[config.mk]
export PLATFORM = sky130hd
export DESIGN_NAME = wdog_steer
export DESIGN_NICKNAME = d
export VERILOG_FILES = /design/src/rtl/wdog_steer_pkg.sv /design/src/rtl/wdog_steer_decode.sv /design/src/rtl/wdog_steer_counter.sv /design/src/rtl/wdog_steer_regs.sv /design/src/rtl/wdog_steer.sv
export SDC_FILE = /design/constraint.sdc
export NUM_CORES = 1
export LEC_CHECK = 0
export ABC_AREA = 1
export BUFFER_PORTS_ARGS = -buffer_cell sky130_fd_sc_hd__buf_2
export CAP_MARGIN = 20
export CORE_MARGIN = 5
export CORE_UTILIZATION = 45
export CTS_CLUSTER_SIZE = 12
export DETAILED_ROUTE_END_ITERATION = 8
export PLACE_DENSITY = 0.64
export SLEW_MARGIN = 20
export SYNTH_ARGS = -nofsm -noshare
export SYNTH_HDL_FRONTEND = slang
export SYNTH_HIERARCHICAL = 1
export SYNTH_SLANG_ARGS = --single-unit
[constraint.sdc]
create_clock -name clk -period 3.18 [get_ports clk]
set_clock_uncertainty 0.15 [all_clocks]
set_input_delay 0.636 -clock clk [delete_from_list [all_inputs] [get_ports clk]]
set_output_delay 0.636 -clock clk [all_outputs]
set_load 0.02 [all_outputs]
[src/rtl/wdog_steer_pkg.sv]
`timescale 1ns/1ps
// Shared field widths and the control byte layout for the watchdog.
// Assumes an 8-bit control byte: resolution, multiplier, steering bit.
package wdog_steer_pkg;
    localparam int RES_W  = 2;
    localparam int MULT_W = 5;
    localparam int NRES   = 1 << RES_W;
    // Largest timeout: multiplier shifted by 2*(NRES-1) bits
    localparam int CNT_W  = MULT_W + 2 * (NRES - 1);

    typedef struct packed {
        logic              steer;
        logic [MULT_W-1:0] mult;
        logic [RES_W-1:0]  res;
    } wd_ctrl_t;
endpackage

[src/rtl/wdog_steer_decode.sv]
`timescale 1ns/1ps
// Converts multiplier and resolution code into a timeout in ticks.
// Timeout = mult * 4^res. A zero multiplier yields zero (disarmed).
module wdog_steer_decode
    import wdog_steer_pkg::*;
(
    input  logic [MULT_W-1:0] mult_i,
    input  logic [RES_W-1:0]  res_i,
    output logic [CNT_W-1:0]  ticks_o
);
    logic [CNT_W-1:0] scaled [NRES];

    // One shifted copy of the multiplier per resolution code
    generate
        for (genvar g = 0; g < NRES; g++) begin : g_scale
            assign scaled[g] = CNT_W'(mult_i) << (2 * g);
        end
    endgenerate

    assign ticks_o = scaled[res_i];
endmodule

[src/rtl/wdog_steer_counter.sv]
`timescale 1ns/1ps
// Down-counter in tick units. A reload loads the timeout; each tick
// decrements a non-zero count; reaching zero on a tick signals expiry.
// Assumes reload has priority over a coincident tick. Zero means idle.
module wdog_steer_counter #(
    parameter int CNT_W = 11
) (
    input  logic             clk,
    input  logic             rst_n,
    input  logic             tick_i,
    input  logic             reload_i,
    input  logic [CNT_W-1:0] load_val_i,
    output logic             expire_o
);
    logic [CNT_W-1:0] cnt_q;

    // Expiry on the tick that takes the count from one to zero
    assign expire_o = tick_i && !reload_i && (cnt_q == CNT_W'(1));

    // Count register: reload, else tick-decrement while armed
    always_ff @(posedge clk) begin
        if (!rst_n)
            cnt_q <= '0;
        else if (reload_i)
            cnt_q <= load_val_i;
        else if (tick_i && cnt_q != '0)
            cnt_q <= cnt_q - 1'b1;
    end

    p_reload_load_r8: assert property (@(posedge clk) disable iff (!rst_n)
        reload_i |=> (cnt_q == $past(load_val_i)));
    p_tick_step_r2: assert property (@(posedge clk) disable iff (!rst_n)
        (tick_i && !reload_i && cnt_q != '0) |=> (cnt_q == $past(cnt_q) - 1'b1));
    p_idle_stays_r11: assert property (@(posedge clk) disable iff (!rst_n)
        (!reload_i && cnt_q == '0) |=> (cnt_q == '0));
    p_disarmed_r10: assert property (@(posedge clk) disable iff (!rst_n)
        (reload_i && load_val_i == '0) |=> !expire_o);
endmodule

[src/rtl/wdog_steer_regs.sv]
`timescale 1ns/1ps
// Register front end: control byte, read-only expiry flag, auxiliary
// bit, read mux, reload decode and the steered expiry pulses.
// Assumes expire_i is never high in a cycle that reloads.
module wdog_steer_regs
    import wdog_steer_pkg::*;
#(
    parameter int                ADDR_W    = 13,
    parameter logic [ADDR_W-1:0] CTRL_ADDR = ADDR_W'('h1FF7),
    parameter logic [ADDR_W-1:0] FLAG_ADDR = ADDR_W'('h1FF0),
    parameter logic [ADDR_W-1:0] AUX_ADDR  = ADDR_W'('h1FFC),
    parameter logic [ADDR_W-1:0] KICK_ADDR = ADDR_W'('h1FF7)
) (
    input  logic              clk,
    input  logic              rst_n,
    input  logic              wr_en_i,
    input  logic              rd_en_i,
    input  logic [ADDR_W-1:0] addr_i,
    input  logic [7:0]        wdata_i,
    input  logic              kick_i,
    input  logic              expire_i,
    output logic              reload_o,
    output wd_ctrl_t          load_ctrl_o,
    output logic [7:0]        rdata_o,
    output logic              irq_o,
    output logic              rst_req_o,
    output logic              flag_o
);
    wd_ctrl_t   ctrl_q;
    logic       flag_q, aux_q, irq_q, rst_q;
    logic [7:0] rdata_q;
    logic       wr_ctrl, wr_aux, rd_kick;

    // Address decode of the accesses that matter
    always_comb begin
        wr_ctrl = wr_en_i && (addr_i == CTRL_ADDR);
        wr_aux  = wr_en_i && (addr_i == AUX_ADDR);
        rd_kick = rd_en_i && (addr_i == KICK_ADDR);
    end

    assign reload_o    = wr_ctrl || rd_kick || kick_i;
    assign load_ctrl_o = wr_ctrl ? wd_ctrl_t'(wdata_i) : ctrl_q;

    // Control byte: host write, or wiped by a reset-steered expiry
    always_ff @(posedge clk) begin
        if (!rst_n)
            ctrl_q <= '0;
        else if (wr_ctrl)
            ctrl_q <= wd_ctrl_t'(wdata_i);
        else if (expire_i && ctrl_q.steer)
            ctrl_q <= '0;
    end

    // Expiry flag: cleared by any reload, set by expiry
    always_ff @(posedge clk) begin
        if (!rst_n)
            flag_q <= 1'b0;
        else if (reload_o)
            flag_q <= 1'b0;
        else if (expire_i)
            flag_q <= 1'b1;
    end

    // Auxiliary bit: expiry clear has priority over a host write
    always_ff @(posedge clk) begin
        if (!rst_n)
            aux_q <= 1'b0;
        else if (expire_i && ctrl_q.steer)
            aux_q <= 1'b0;
        else if (wr_aux)
            aux_q <= wdata_i[6];
    end

    // Steered one-cycle expiry pulses
    always_ff @(posedge clk) begin
        if (!rst_n) begin
            irq_q <= 1'b0;
            rst_q <= 1'b0;
        end else begin
            irq_q <= expire_i && !ctrl_q.steer;
            rst_q <= expire_i && ctrl_q.steer;
        end
    end

    // Registered read mux; unmapped addresses return all ones
    always_ff @(posedge clk) begin
        if (!rst_n)
            rdata_q <= '0;
        else if (rd_en_i) begin
            if (addr_i == CTRL_ADDR)
                rdata_q <= ctrl_q;
            else if (addr_i == FLAG_ADDR)
                rdata_q <= {flag_q, 7'b0};
            else if (addr_i == AUX_ADDR)
                rdata_q <= {1'b0, aux_q, 6'b0};
            else
                rdata_q <= 8'hFF;
        end
    end

    assign rdata_o   = rdata_q;
    assign irq_o     = irq_q;
    assign rst_req_o = rst_q;
    assign flag_o    = flag_q;

    p_irq_one_cycle_r6: assert property (@(posedge clk) disable iff (!rst_n)
        irq_q |=> !irq_q);
    p_rst_one_cycle_r7: assert property (@(posedge clk) disable iff (!rst_n)
        rst_q |=> !rst_q);
    p_rst_wipes_ctrl_r7: assert property (@(posedge clk) disable iff (!rst_n)
        rst_q |-> (ctrl_q == '0 && !aux_q));
    p_pulse_exclusive_r7: assert property (@(posedge clk) disable iff (!rst_n)
        !(irq_q && rst_q));
    p_flag_on_expiry_r5: assert property (@(posedge clk) disable iff (!rst_n)
        expire_i |=> flag_q);
    p_reload_clears_r4: assert property (@(posedge clk) disable iff (!rst_n)
        reload_o |=> !flag_q);
    p_flag_read_only_r9: assert property (@(posedge clk) disable iff (!rst_n)
        (wr_en_i && addr_i == FLAG_ADDR && !reload_o && !expire_i) |=> (flag_q == $past(flag_q)));
endmodule

[src/rtl/wdog_steer.sv]
`timescale 1ns/1ps
// Programmable watchdog top: register front end, timeout decode and
// tick counter. Assumes tick_i is a one-cycle strobe in the clk domain.
module wdog_steer
    import wdog_steer_pkg::*;
#(
    parameter int                ADDR_W    = 13,
    parameter logic [ADDR_W-1:0] CTRL_ADDR = ADDR_W'('h1FF7),
    parameter logic [ADDR_W-1:0] FLAG_ADDR = ADDR_W'('h1FF0),
    parameter logic [ADDR_W-1:0] AUX_ADDR  = ADDR_W'('h1FFC),
    parameter logic [ADDR_W-1:0] KICK_ADDR = ADDR_W'('h1FF7)
) (
    input  logic              clk,
    input  logic              rst_n,
    input  logic              tick_i,
    input  logic              wr_en_i,
    input  logic              rd_en_i,
    input  logic [ADDR_W-1:0] addr_i,
    input  logic [7:0]        wdata_i,
    input  logic              kick_i,
    output logic [7:0]        rdata_o,
    output logic              irq_o,
    output logic              rst_req_o,
    output logic              flag_o
);
    logic             reload, expire;
    wd_ctrl_t         load_ctrl;
    logic [CNT_W-1:0] load_ticks;

    wdog_steer_regs #(
        .ADDR_W(ADDR_W), .CTRL_ADDR(CTRL_ADDR), .FLAG_ADDR(FLAG_ADDR),
        .AUX_ADDR(AUX_ADDR), .KICK_ADDR(KICK_ADDR)
    ) u_regs (
        .clk(clk), .rst_n(rst_n), .wr_en_i(wr_en_i), .rd_en_i(rd_en_i),
        .addr_i(addr_i), .wdata_i(wdata_i), .kick_i(kick_i),
        .expire_i(expire), .reload_o(reload), .load_ctrl_o(load_ctrl),
        .rdata_o(rdata_o), .irq_o(irq_o), .rst_req_o(rst_req_o), .flag_o(flag_o)
    );

    wdog_steer_decode u_decode (
        .mult_i(load_ctrl.mult), .res_i(load_ctrl.res), .ticks_o(load_ticks)
    );

    wdog_steer_counter #(.CNT_W(CNT_W)) u_counter (
        .clk(clk), .rst_n(rst_n), .tick_i(tick_i), .reload_i(reload),
        .load_val_i(load_ticks), .expire_o(expire)
    );
endmodule

; ---- Word level (Yosys, flattened, before mapping)
; Cells that the tools add are included.
; W data, S select, Z words.
[totals]
ff_bits = 31
inputBits = 27
out_inout_bits = 11
wordCells = 45
[classes]
n_addsub = 1
n_lt_le_gt_ge = 1
n_eq_ne = 4
mux = 11
n_bitwise = 2
n_reduce_logical = 17
[ops]
columns = cell, n
row1 = $mux W11, 4
row2 = $mux W8, 5
row3 = $eq A13 B13 Y1 const B, 3
row4 = $bmux W11 S2, 1
row5 = $eq A11 B1 Y1 const B, 1
row6 = $reduce_bool A11 Y1, 1
row7 = $sub A11 B1 Y11 const B, 1
row8 = $logic_and A1 B1 Y1, 8
row9 = $mux W7, 1
row10 = $reduce_bool A2 Y1, 2
row11 = $reduce_or A2 Y1, 2
row12 = $ge A3 B3 Y1 const B, 1
row13 = $not A2 Y3, 1
row14 = $logic_not A1 Y1, 2
row15 = $logic_or A1 B1 Y1, 2
row16 = $not A1 Y1, 1

; ---- Depth between registers and ports, before layout
[depth]
depth_word = 10
ltp_mapped = 16
ltp_nobuf = 15

; ---- Modules after synthesis
; The synthesis kept the hierarchy.
[modules_own_cells]
columns = module, n_inst, cells_each, area_each_um2, seq_area_each_um2
row1 = wdog_steer_regs, 1, 152, 1033.5, 400.4
row2 = wdog_steer_counter, 1, 134, 800.8, 220.2
row3 = wdog_steer_decode, 1, 33, 167.7, 0.0

; ---- Least setup slack after synthesis
; OpenSTA, ideal clock, no wires.
[synth_path]
kind = input-to-reg
startpoint = input port addr_i[9]
endpoint = register u_regs/ctrl_q[0] in the netlist's numbering
setup_time_ps = 132
arrival_time_ps = 2221
required_ps = 2898
path_slack_ps = 677
stages = 11
path_buffers = 1
path_cell_list = nand2_1 nor2_8 nand3_2 o21bai_1 inv_2 buf_2 nand2_1 nor4_1 nand2_1 nand3_1 a21oi_1
[synth_between]
elab_chain_len = 9
word_cells_on_any_way = 11
classes_between = eq/ne: 1 / mux: 1 / reduce/logical: 9
[synth_lines]
columns = element, line
row1 = "start, declared", wdog_steer.sv:18  ; input logic [ADDR_W-1:0] addr_i,
row2 = $eq A13 B13 Y1 *, "wdog_steer_regs.sv:36, wdog_steer_regs.sv:38"
row3 = $logic_and A1 B1 Y1 (on tied branches), "wdog_steer_regs.sv:36, wdog_steer_regs.sv:38"
row4 = $logic_or A1 B1 Y1 * (2 in series), wdog_steer_regs.sv:41  ; assign reload_o = wr_ctrl || rd_kick || kick_i;
row5 = via reload, wdog_steer.sv:26  ; logic reload, expire;
row6 = $logic_not A1 Y1 *, wdog_steer_counter.sv:18  ; assign expire_o = tick_i && !reload_i && (cnt_q == CNT_W'(1));
row7 = $logic_and A1 B1 Y1 * (2 in series), wdog_steer_counter.sv:18
row8 = via expire, wdog_steer.sv:26
row9 = $logic_and A1 B1 Y1 *, wdog_steer_regs.sv:50  ; else if (expire_i && ctrl_q.steer)
row10 = $reduce_bool A2 Y1 (no source line) *, -
row11 = "end signal, assigned", wdog_steer_regs.sv:49  ; ctrl_q <= wd_ctrl_t'(wdata_i);
row12 = "end, declared", wdog_steer_regs.sv:29  ; wd_ctrl_t ctrl_q;
; Mark *: on every way through the listed nets, which the timed path passes. The rest lies on a longest branch.
; A chain may end at the register's enable or synchronous reset.

; ---- Final worst setup path
[layout_path]
startpoint = input port addr_i[9]
endpoint = register u_regs/ctrl_q[1] in the netlist's numbering
; The elaborated chain is that of the path after synthesis.

==> run summary <==
Reg-to-reg endpoint: u_regs/ctrl_q[1]
Max-slew violation count: 0
Maximum VDD drop: 0.0001934 V
Leak Pwr: 0.001119 uW
TritonCTS clock tree: built
Cts bufs inserted: 5
Worst skew pair latency: 0.28 ns
Reg2Reg Setup Slack: 1.13 ns
# rows: 24
Tmin final: 2.698 ns
CTS Hold Bufs: 0
Startpoint Class: input pin
Share of layout cells above drive strength 1: 0.1966
Fin cells: 408
WL per Instance: 11.74 um
Hold Path Sink: u_regs/ctrl_q[3]
Routed wire length: 4.789 mm
Clock Tree Buf Depth: 2
Setup TNS: 0 ns
Max-cap violation count: 0
Mean post-synth cell area: 6.280 sq um
CP max FO: 15
CP Class: in2reg
Total number of H-tree levels: 2
Gr ovfl total: 0
Core area: 4324 sq um
Slew @ Worst Pin: 0.7081 ns
Fmax: 370.6 MHz
Drt initial violations: 62
DP HPWL: 3.791 mm
Vias: 2,060
Worst-path clk slew: 0.06 ns
Postcts setup bufs: 0
Number of diodes: 0
DP Cell Count: 400
Vias per cell: 5.049
RSZ-0062 raised after global routing: false
Beginning of the worst hold path: u_regs/ctrl_q[3]
Hold/Removal Path Class: reg2reg
Io pins: 38
Synthesized Nets: 347
CP Data Required Time: 3.18 ns
Post-DRT Antenna Nets: 0
Nets: 384
Cells after Synth: 318
Vias in the first global route: 1,948
Gr usage total: 0.1657
Count of final setup violators: 0
DR pass1 iterations: 5
Dpl ws: 0.1941 ns
Die width: 76.62 um
Synth warnings: 6
First-pass GRT wire length: 8.004 mm
Initial core utilization: 0.4618
RePlAce Congestion: 0.8922
Worst rel slew slack: 0.5248
Area Growth Syn to Fin: 14.41%
Worst reg2reg path depth: 6
Fill count: 472
Clock tree sinks: 31
PortBufs: 37
Root buffer cell: clkbuf_8
Status: completed
Worst hold stages: 2
Worst R2R Start: u_counter/cnt_q[4]
DR DRC count: 0
Arrival @ worst endpoint: 2.70 ns
Initial antenna violation count: 0
Hold Vio Cnt, Final: 0
Final worst slack: 0.4820 ns
CP startpoint: addr_i[9]
Crit path capture type: flop
PostCTS Resize Cnt: 0
Final Cycle Share: 0.8484
Largest net degree at the start of global routing: 16
Die Area: 5870 sq um
Pwr per Cell Area: 419.1 nW/um^2
Die H: 76.62 um
Syn Std Cell Area: 1997 sq um
## worst max-delay path, stage by stage
cell      delay (ns)
buf_2           0.09
nand2_1         0.15
nor2_8          0.09
nand3_2         0.13
o21bai_1        0.11
inv_2           0.24
nand2_1         0.08
nor4_1          0.56
nand2_1         0.36
nand3_1         0.18
a21oi_1         0.07
## cell usage in the layout (no fill, tap or decap), types with 3 or more instances in the layout
cell type,n
a21oi_1,21
buf_2,37
clkbuf_8,5
dfxtp_1,31
inv_1,37
inv_2,4
nand2_1,82
nand2_2,5
nand3_1,36
nand3_2,3
nand4_1,3
nor2_1,40
nor2_2,3
nor2_4,3
nor3_1,3
o21ai_0,15
o21ai_1,7
## per-layer routing
| metal | vias to the layer above | share of wire | wire length (um) | track usage |
|---|---|---|---|---|
| li1 | 1090 | - | - | - |
| met1 | 894 | 0.43 | 2058 | 0.1692 |
| met2 | 55 | 0.48 | 2284 | 0.3005 |
| met3 | 21 | 0.056 | 268 | 0.04610 |
| met4 | 0 | 0.037 | 178 | 0.09091 |
| met5 | - | 0 | 0 | 0 |
## how the worst max path moves through the flow
stage	depth (start not counted)	endpoint	slack, ns
final	11	u_regs/ctrl_q[1]	0.48
after CTS	11	u_regs/ctrl_q[2]	0.50
after detailed placement	11	u_regs/ctrl_q[0]	0.19
after global placement	11	u_regs/ctrl_q[0]	0.23
after global routing	11	u_regs/ctrl_q[0]	0.29
after floorplan	11	u_regs/ctrl_q[0]	0.68
## per-stage QoR
step           instance area (sq um)    util  power [uW]  hold WS, ns
2_1_floorplan                   1997       -       603.7       0.2941
3_3_place_gp                    2203  0.5095       664.9       0.3138
3_5_place_dp                    2203  0.5095       667.0       0.3175
4_1_cts                         2285  0.5284       969.7       0.3271
5_1_grt                         2285  0.5284        1020       0.3518
6_report                        2285  0.5284       957.5       0.3297
## sequential cells by signal, summed over array words and instances, names as in the netlist
signal,flops
u_regs/ctrl_q,8
u_regs/rdata_o,8
u_regs/flag_o,1
u_regs/aux_q,1
u_counter/cnt_q,11
u_regs/rst_req_o,1
u_regs/irq_o,1
## power by group
group / switching, uW / internal (uW)
sequential: 17.6 / 410
clock: 146 / 153
combinational: 147 / 82.9
total: 311 / 646
## area by class of cell
type                    instances  area [sq um]  area share
clock buffers                   7         76.32     0.03341
clock inverters                 1         5.005    0.002191
inverters                      44         175.2     0.07667
multi-input cells             235          1150      0.5033
flip-flops and latches         31         620.6      0.2716
well taps                      52         65.06     0.02848
repair buffers                 38         192.7     0.08434
Power figures use the tool's default switching activity.
